==> src/rtl/irq_vec_pkg.sv <==
package irq_vec_pkg;
  localparam int unsigned VEC_W = 8;
  typedef logic [VEC_W-1:0] vec_t;
  typedef enum logic [1:0] {
    SRC_NONE = 2'd0,
    SRC_DEV  = 2'd1,
    SRC_NMI  = 2'd2
  } src_e;
endpackage

==> src/rtl/irq_nmi_edge.sv <==
module irq_nmi_edge (
  input  logic clk_i,
  input  logic rst_ni,
  input  logic nmi_i,
  input  logic clr_i,
  output logic pend_o
);
  logic nmi_q;
  logic rise;

  assign rise = nmi_i & ~nmi_q;

  always_ff @(posedge clk_i or negedge rst_ni) begin
    if (!rst_ni) begin
      nmi_q  <= 1'b0;
      pend_o <= 1'b0;
    end else begin
      nmi_q <= nmi_i;
      if (rise)       pend_o <= 1'b1;
      else if (clr_i) pend_o <= 1'b0;
    end
  end

  AST_NMI_EDGE_LATCH: assert property (@(posedge clk_i) disable iff (!rst_ni)
    (nmi_i && !nmi_q) |=> pend_o);
endmodule

==> src/rtl/irq_line_gate.sv <==
module irq_line_gate #(
  parameter int unsigned NUM_LINES = 16
) (
  input  logic                 clk_i,
  input  logic                 rst_ni,
  input  logic [NUM_LINES-1:0] lines_i,
  input  logic [NUM_LINES-1:0] served_i,
  output logic [NUM_LINES-1:0] elig_o
);
  logic [NUM_LINES-1:0] armed_q;

  for (genvar g = 0; g < NUM_LINES; g++) begin : g_line
    always_ff @(posedge clk_i or negedge rst_ni) begin
      if (!rst_ni)              armed_q[g] <= 1'b1;
      else if (!lines_i[g])     armed_q[g] <= 1'b1;
      else if (served_i[g])     armed_q[g] <= 1'b0;
    end
    assign elig_o[g] = lines_i[g] & armed_q[g];
  end
endmodule

==> src/rtl/irq_prio_enc.sv <==
module irq_prio_enc #(
  parameter int unsigned NUM_LINES = 16,
  localparam int unsigned IDX_W = (NUM_LINES > 1) ? $clog2(NUM_LINES) : 1
) (
  input  logic [NUM_LINES-1:0] req_i,
  output logic                 any_o,
  output logic [IDX_W-1:0]     idx_o
);
  // lowest index wins: scan downward so the last hit is the lowest
  always_comb begin
    idx_o = '0;
    for (int i = NUM_LINES - 1; i >= 0; i--) begin
      if (req_i[i]) idx_o = IDX_W'(i);
    end
  end

  assign any_o = |req_i;
endmodule

==> src/rtl/irq_vec_gen.sv <==
module irq_vec_gen
  import irq_vec_pkg::*;
#(
  parameter int unsigned NUM_LINES = 16,
  parameter int unsigned BASE_RST  = 32,
  parameter int unsigned NMI_VEC   = 2
) (
  input  logic                 clk_i,
  input  logic                 rst_ni,
  input  logic [NUM_LINES-1:0] dev_irq_i,
  input  logic                 nmi_i,
  input  logic                 ie_i,
  input  logic                 base_we_i,
  input  logic [VEC_W-1:0]     base_wdata_i,
  input  logic                 ack_i,
  output logic                 irq_req_o,
  output logic [VEC_W-1:0]     vec_o
);
  localparam int unsigned IDX_W = (NUM_LINES > 1) ? $clog2(NUM_LINES) : 1;

  src_e                 src_q;
  logic [IDX_W-1:0]     idx_q;
  vec_t                 vec_q;
  vec_t                 base_q;
  logic                 busy;
  logic                 ack_dev;
  logic                 ack_nmi;
  logic                 nmi_pend;
  logic [NUM_LINES-1:0] served;
  logic [NUM_LINES-1:0] elig;
  logic                 any_dev;
  logic [IDX_W-1:0]     sel_idx;

  assign busy    = (src_q != SRC_NONE);
  assign ack_dev = ack_i & (src_q == SRC_DEV);
  assign ack_nmi = ack_i & (src_q == SRC_NMI);

  always_comb begin
    for (int i = 0; i < NUM_LINES; i++) begin
      served[i] = ack_dev && (idx_q == IDX_W'(i));
    end
  end

  irq_nmi_edge u_nmi (
    .clk_i  (clk_i),
    .rst_ni (rst_ni),
    .nmi_i  (nmi_i),
    .clr_i  (ack_nmi),
    .pend_o (nmi_pend)
  );

  irq_line_gate #(.NUM_LINES(NUM_LINES)) u_gate (
    .clk_i    (clk_i),
    .rst_ni   (rst_ni),
    .lines_i  (dev_irq_i),
    .served_i (served),
    .elig_o   (elig)
  );

  irq_prio_enc #(.NUM_LINES(NUM_LINES)) u_enc (
    .req_i (elig),
    .any_o (any_dev),
    .idx_o (sel_idx)
  );

  always_ff @(posedge clk_i or negedge rst_ni) begin
    if (!rst_ni)        base_q <= VEC_W'(BASE_RST);
    else if (base_we_i) base_q <= base_wdata_i;
  end

  // capture once, hold until acknowledged
  always_ff @(posedge clk_i or negedge rst_ni) begin
    if (!rst_ni) begin
      src_q <= SRC_NONE;
      idx_q <= '0;
      vec_q <= '0;
    end else if (busy) begin
      if (ack_i) src_q <= SRC_NONE;
    end else if (nmi_pend) begin
      src_q <= SRC_NMI;
      vec_q <= VEC_W'(NMI_VEC);
    end else if (ie_i && any_dev) begin
      src_q <= SRC_DEV;
      idx_q <= sel_idx;
      vec_q <= base_q + VEC_W'(sel_idx);
    end
  end

  assign irq_req_o = busy;
  assign vec_o     = vec_q;

  AST_MASKED_IDLE: assert property (@(posedge clk_i) disable iff (!rst_ni)
    (!irq_req_o && !nmi_pend && !ie_i) |=> !irq_req_o);
  AST_NMI_FIRST: assert property (@(posedge clk_i) disable iff (!rst_ni)
    (!irq_req_o && nmi_pend) |=> (irq_req_o && vec_o == VEC_W'(NMI_VEC)));
  AST_HOLD_UNTIL_ACK: assert property (@(posedge clk_i) disable iff (!rst_ni)
    (irq_req_o && !ack_i) |=> (irq_req_o && $stable(vec_o)));
  AST_ACK_DROPS: assert property (@(posedge clk_i) disable iff (!rst_ni)
    (irq_req_o && ack_i) |=> !irq_req_o);
endmodule

==> config.mk <==
export PLATFORM = sky130hd
export DESIGN_NAME = irq_vec_gen
export DESIGN_NICKNAME = d
export VERILOG_FILES = /design/src/rtl/irq_vec_pkg.sv /design/src/rtl/irq_nmi_edge.sv /design/src/rtl/irq_line_gate.sv /design/src/rtl/irq_prio_enc.sv /design/src/rtl/irq_vec_gen.sv
export SDC_FILE = /design/constraint.sdc
export NUM_CORES = 1
export LEC_CHECK = 0
export ABC_CLOCK_PERIOD_IN_PS = 2700
export BUFFER_PORTS_ARGS = -buffer_cell sky130_fd_sc_hd__buf_2
export CELL_PAD_IN_SITES_DETAIL_PLACEMENT = 0
export CELL_PAD_IN_SITES_GLOBAL_PLACEMENT = 1
export CORE_UTILIZATION = 44
export CTS_BUF_LIST = sky130_fd_sc_hd__clkbuf_4
export DETAILED_ROUTE_END_ITERATION = 12
export PLACE_DENSITY = 0.79
export SYNTH_ARGS = -nofsm -noshare
export SYNTH_HDL_FRONTEND = slang
export SYNTH_SLANG_ARGS = --single-unit
==> constraint.sdc <==
create_clock -name clk_i -period 2.7 [get_ports clk_i]
set_input_delay 0.27 -clock clk_i [delete_from_list [all_inputs] [get_ports clk_i]]
set_output_delay 0.27 -clock clk_i [all_outputs]
set_load 0.01 [all_outputs]
==> metrics.md <==
| Metric | Value |
|---|---|
| WL final | `4.37 mm` |
| Initial core utilization | `0.462` |
| Sink Count | `40` |
| Die width | `69.9 um` |
| Root Buffer | `clkbuf_4` |
| Top Usage Layer GRT | `met2` |
| Input/output buffers | `38` |
| Core Box Area | `4380 sq um` |
| Layout area overhead | `17.9%` |
| Post-layout min period | `2.54 ns` |
| Grt met1 use | `0.252` |
| Share of layout cells above drive strength 1 | `0.384` |
| Nature of the critical path startpoint | `flip-flop` |
| Layout Nets | `279` |
| Setup crit end kind | `flip-flop` |
| Grt met2 use | `0.335` |
| PD cells | `675 nW/um^2` |
| Setup violators final | `0` |
| Synth top area cells | `dfrtp_1 28%, dfstp_2 22%, nand2_1 6.7%` |
| First-pass GRT wire length | `7.48 mm` |
| Vias per cell | `5.43` |
| Syn Nets | `230` |
| Critical path peak fanout | `3` |
| Sum Neg Setup Slack | `0 ns` |
| GP Congestion | `0.833` |
| Prevailing post-synth register cell | `dfrtp_1` |
| Seq/Total Area, Yosys | `0.504` |
| TritonRoute pass-1 iters | `4` |
| Clk_skew | `0.0104 ns` |
| EDFF count, synth | `0` |
| CP required | `2.95 ns` |
| CTS Hold Buffers Added | `0` |
| Crit Path Category | `flip-flop to flip-flop` |
| Post-synth top area cell | `dfrtp_1` |
| Vias post-DR | `1613` |
| Worst VDD drop | `0.000540 V` |
| Most numerous cell in the Yosys netlist | `nand2_1` |
| Antenna cells | `0` |
| Post-synth ARST share | `1.00` |
| Largest net degree at the start of global routing | `41` |
| Final Hold Fails | `0` |
| Max Cap Viol | `0` |
| Fin crit share | `0.941` |
| Final Max Slew Viols | `0` |
| Number of remaining DRC errors | `0` |
| Clk pin slew, worst setup/hold paths | `0.12 ns` |
| Synth unique cells | `39` |
| RSZ-0062 raised after global routing | `yes` |
| Clk Latency, worst-skew pair | `0.35 ns` |
| Cell Chain, Critical Path | `a22oi_1, a21bo_2, a31oi_1, o211ai_1, inv_1, ha_1, a211oi_1, nor2_1, o2111ai_1, xnor2_1, a22o_2` |
| Filler cells | `416` |
| Leakage power | `1.07 nW` |
| Placed cell area | `2320 sq um` |
| Pwr Total | `1.61 mW` |
| Met3 Use GR | `0.0418` |
| F_max | `393 MHz` |
| FF+latch area | `1020 sq um` |
| CTS tree | `built` |
| IO Pins | `39` |
| Die Y | `69.9 um` |
| DP HPWL | `3.32 mm` |
| Total GRT Usage | `0.195` |
| Syn_area_per_cell | `10.4 sq um` |
| Mapped cell area | `2030 sq um` |
| Clock H-tree levels | `2` |
| Largest buffer count on any clock path | `2` |
| Slowest-stage cell, CP | `dfstp_2` |
| Rows | `24` |
| Yosys warning total | `0` |
| Die area | `4880 sq um` |
| Syn Inst Count | `195` |
| Worst Hold Class | `primary input to async pin` |
| Drt initial violations | `75` |
| Initial antenna violation count | `0` |
| Number of global-route vias before repair | `1593` |
| Multi-input logic area | `1000 sq um` |
| Worst-margin pin slew | `0.873 ns` |
| Slew margin rel. | `0.418` |
| Post-route ant nets | `0` |
| Worst EP arrival | `2.79 ns` |
| WL/cell | `14.7 um` |
| Grt ovf | `0` |
| Flops & latches, synth | `40` |
| Crit-path max cell delay | `0.56 ns` |
| Post-route cell area | `2390 sq um` |
| Commonest cells in the synthesized netlist | `36 x nand2_1, 23 x dfrtp_1, 23 x o21ai_0, 17 x dfstp_2, 9 x nand3_1` |
| Outcome | `finished, final reports clean` |
| Synth top area share | `0.284` |
| CTS Buf Count | `5` |
state kept, by name, indices dropped and copies added (netlist names):
name,cells
base_q,8
idx_q,4
src_q,2
u_gate.armed_q,16
u_nmi.nmi_q,1
u_nmi.pend_o,1
vec_o,8
per-stage QoR:
stage | instances | util | setup WS, ns | hold WS [ns]
after floorplan | 195 | - | 0.243 | -0.0256
after global placement | 289 | 0.528 | 0.0610 | 0.394
after detailed placement | 289 | 0.528 | 0.0143 | 0.398
after CTS | 297 | 0.542 | 0.0812 | 0.0309
after global routing | 297 | 0.545 | -0.00549 | 0.0208
final | 297 | 0.545 | 0.158 | 0.0245
where the power goes:
part           switching [mW]  internal, mW  total [mW]
combinational           0.267         0.237       0.504
sequential             0.0986         0.713       0.812
clock                   0.190         0.107       0.296
total                   0.555          1.06        1.61
layout make-up:
class / count / share of cell area
well taps: 52 / 0.0272
multi-input cells: 148 / 0.418
inverters: 6 / 0.00942
clock buffers: 6 / 0.0188
flip-flops and latches: 40 / 0.428
repair buffers: 43 / 0.0953
clock inverters: 2 / 0.00314
cells in the final DEF (no fill, tap or decap), types with 5 or more instances in the layout:
master / synthesis / routed
a22o_2: 7 / 7
a22oi_1: 7 / 5
buf_2: 0 / 38
buf_4: 0 / 5
clkbuf_4: 0 / 6
dfrtp_1: 23 / 23
dfstp_2: 17 / 17
inv_1: 6 / 6
mux2_2: 7 / 7
nand2_1: 36 / 36
nand2b_1: 6 / 6
nand3_1: 9 / 9
nor2_1: 6 / 6
o21ai_0: 23 / 23
xnor2_1: 5 / 5
worst max-delay path: cells and delay by family (launching register included):
kind | cells | cell delay [ns]
and+or+nand+nor | 1 | 0.11
xor gates and xnor gates | 1 | 0.09
adders and majority gates | 1 | 0.29
AOI/OAI and AO/OA | 7 | 1.33
DFF | 1 | 0.56
buffers and inverters | 1 | 0.08
path summary, 6_finish.rpt:
check	from	to	slack, ns	depth (start not counted)
max in group asynchronous	rst_ni	u_nmi.pend_o	2.12	1
worst min-delay path	rst_ni	src_q[1]	0.02	1
worst min register to register	u_nmi.nmi_q	u_nmi.pend_o	0.43	1
worst max register to register	u_gate.armed_q[5]	vec_o[7]	0.16	11
worst max-delay path	u_gate.armed_q[5]	vec_o[7]	0.16	11
min in group clk_i	nmi_i	u_nmi.nmi_q	0.04	1
layer usage:
layer  part of all wire  up-vias
li1                   -      805
met1               0.46      770
met2               0.49       32
met3              0.041        6
met4              0.011        0
met5                  0        -
timing repair:
item / 4_1_cts / 5_1_grt
resized for setup: 1 / 4
buffers inserted: 0 / 0
pin swaps: 0 / 2
endpoints found under the setup margin: 1 / 3
cells by family after synthesis:
| logic type | count (synthesis) | share of synthesized area |
|---|---|---|
| mux | 10 | 0.0611 |
| buf+inv | 7 | 0.0130 |
| flops | 40 | 0.504 |
| simple gates | 69 | 0.160 |
| fa+ha+maj | 5 | 0.0346 |
| xor+xnor | 5 | 0.0216 |
| compound gates | 59 | 0.206 |
Power figures use the tool's default switching activity.
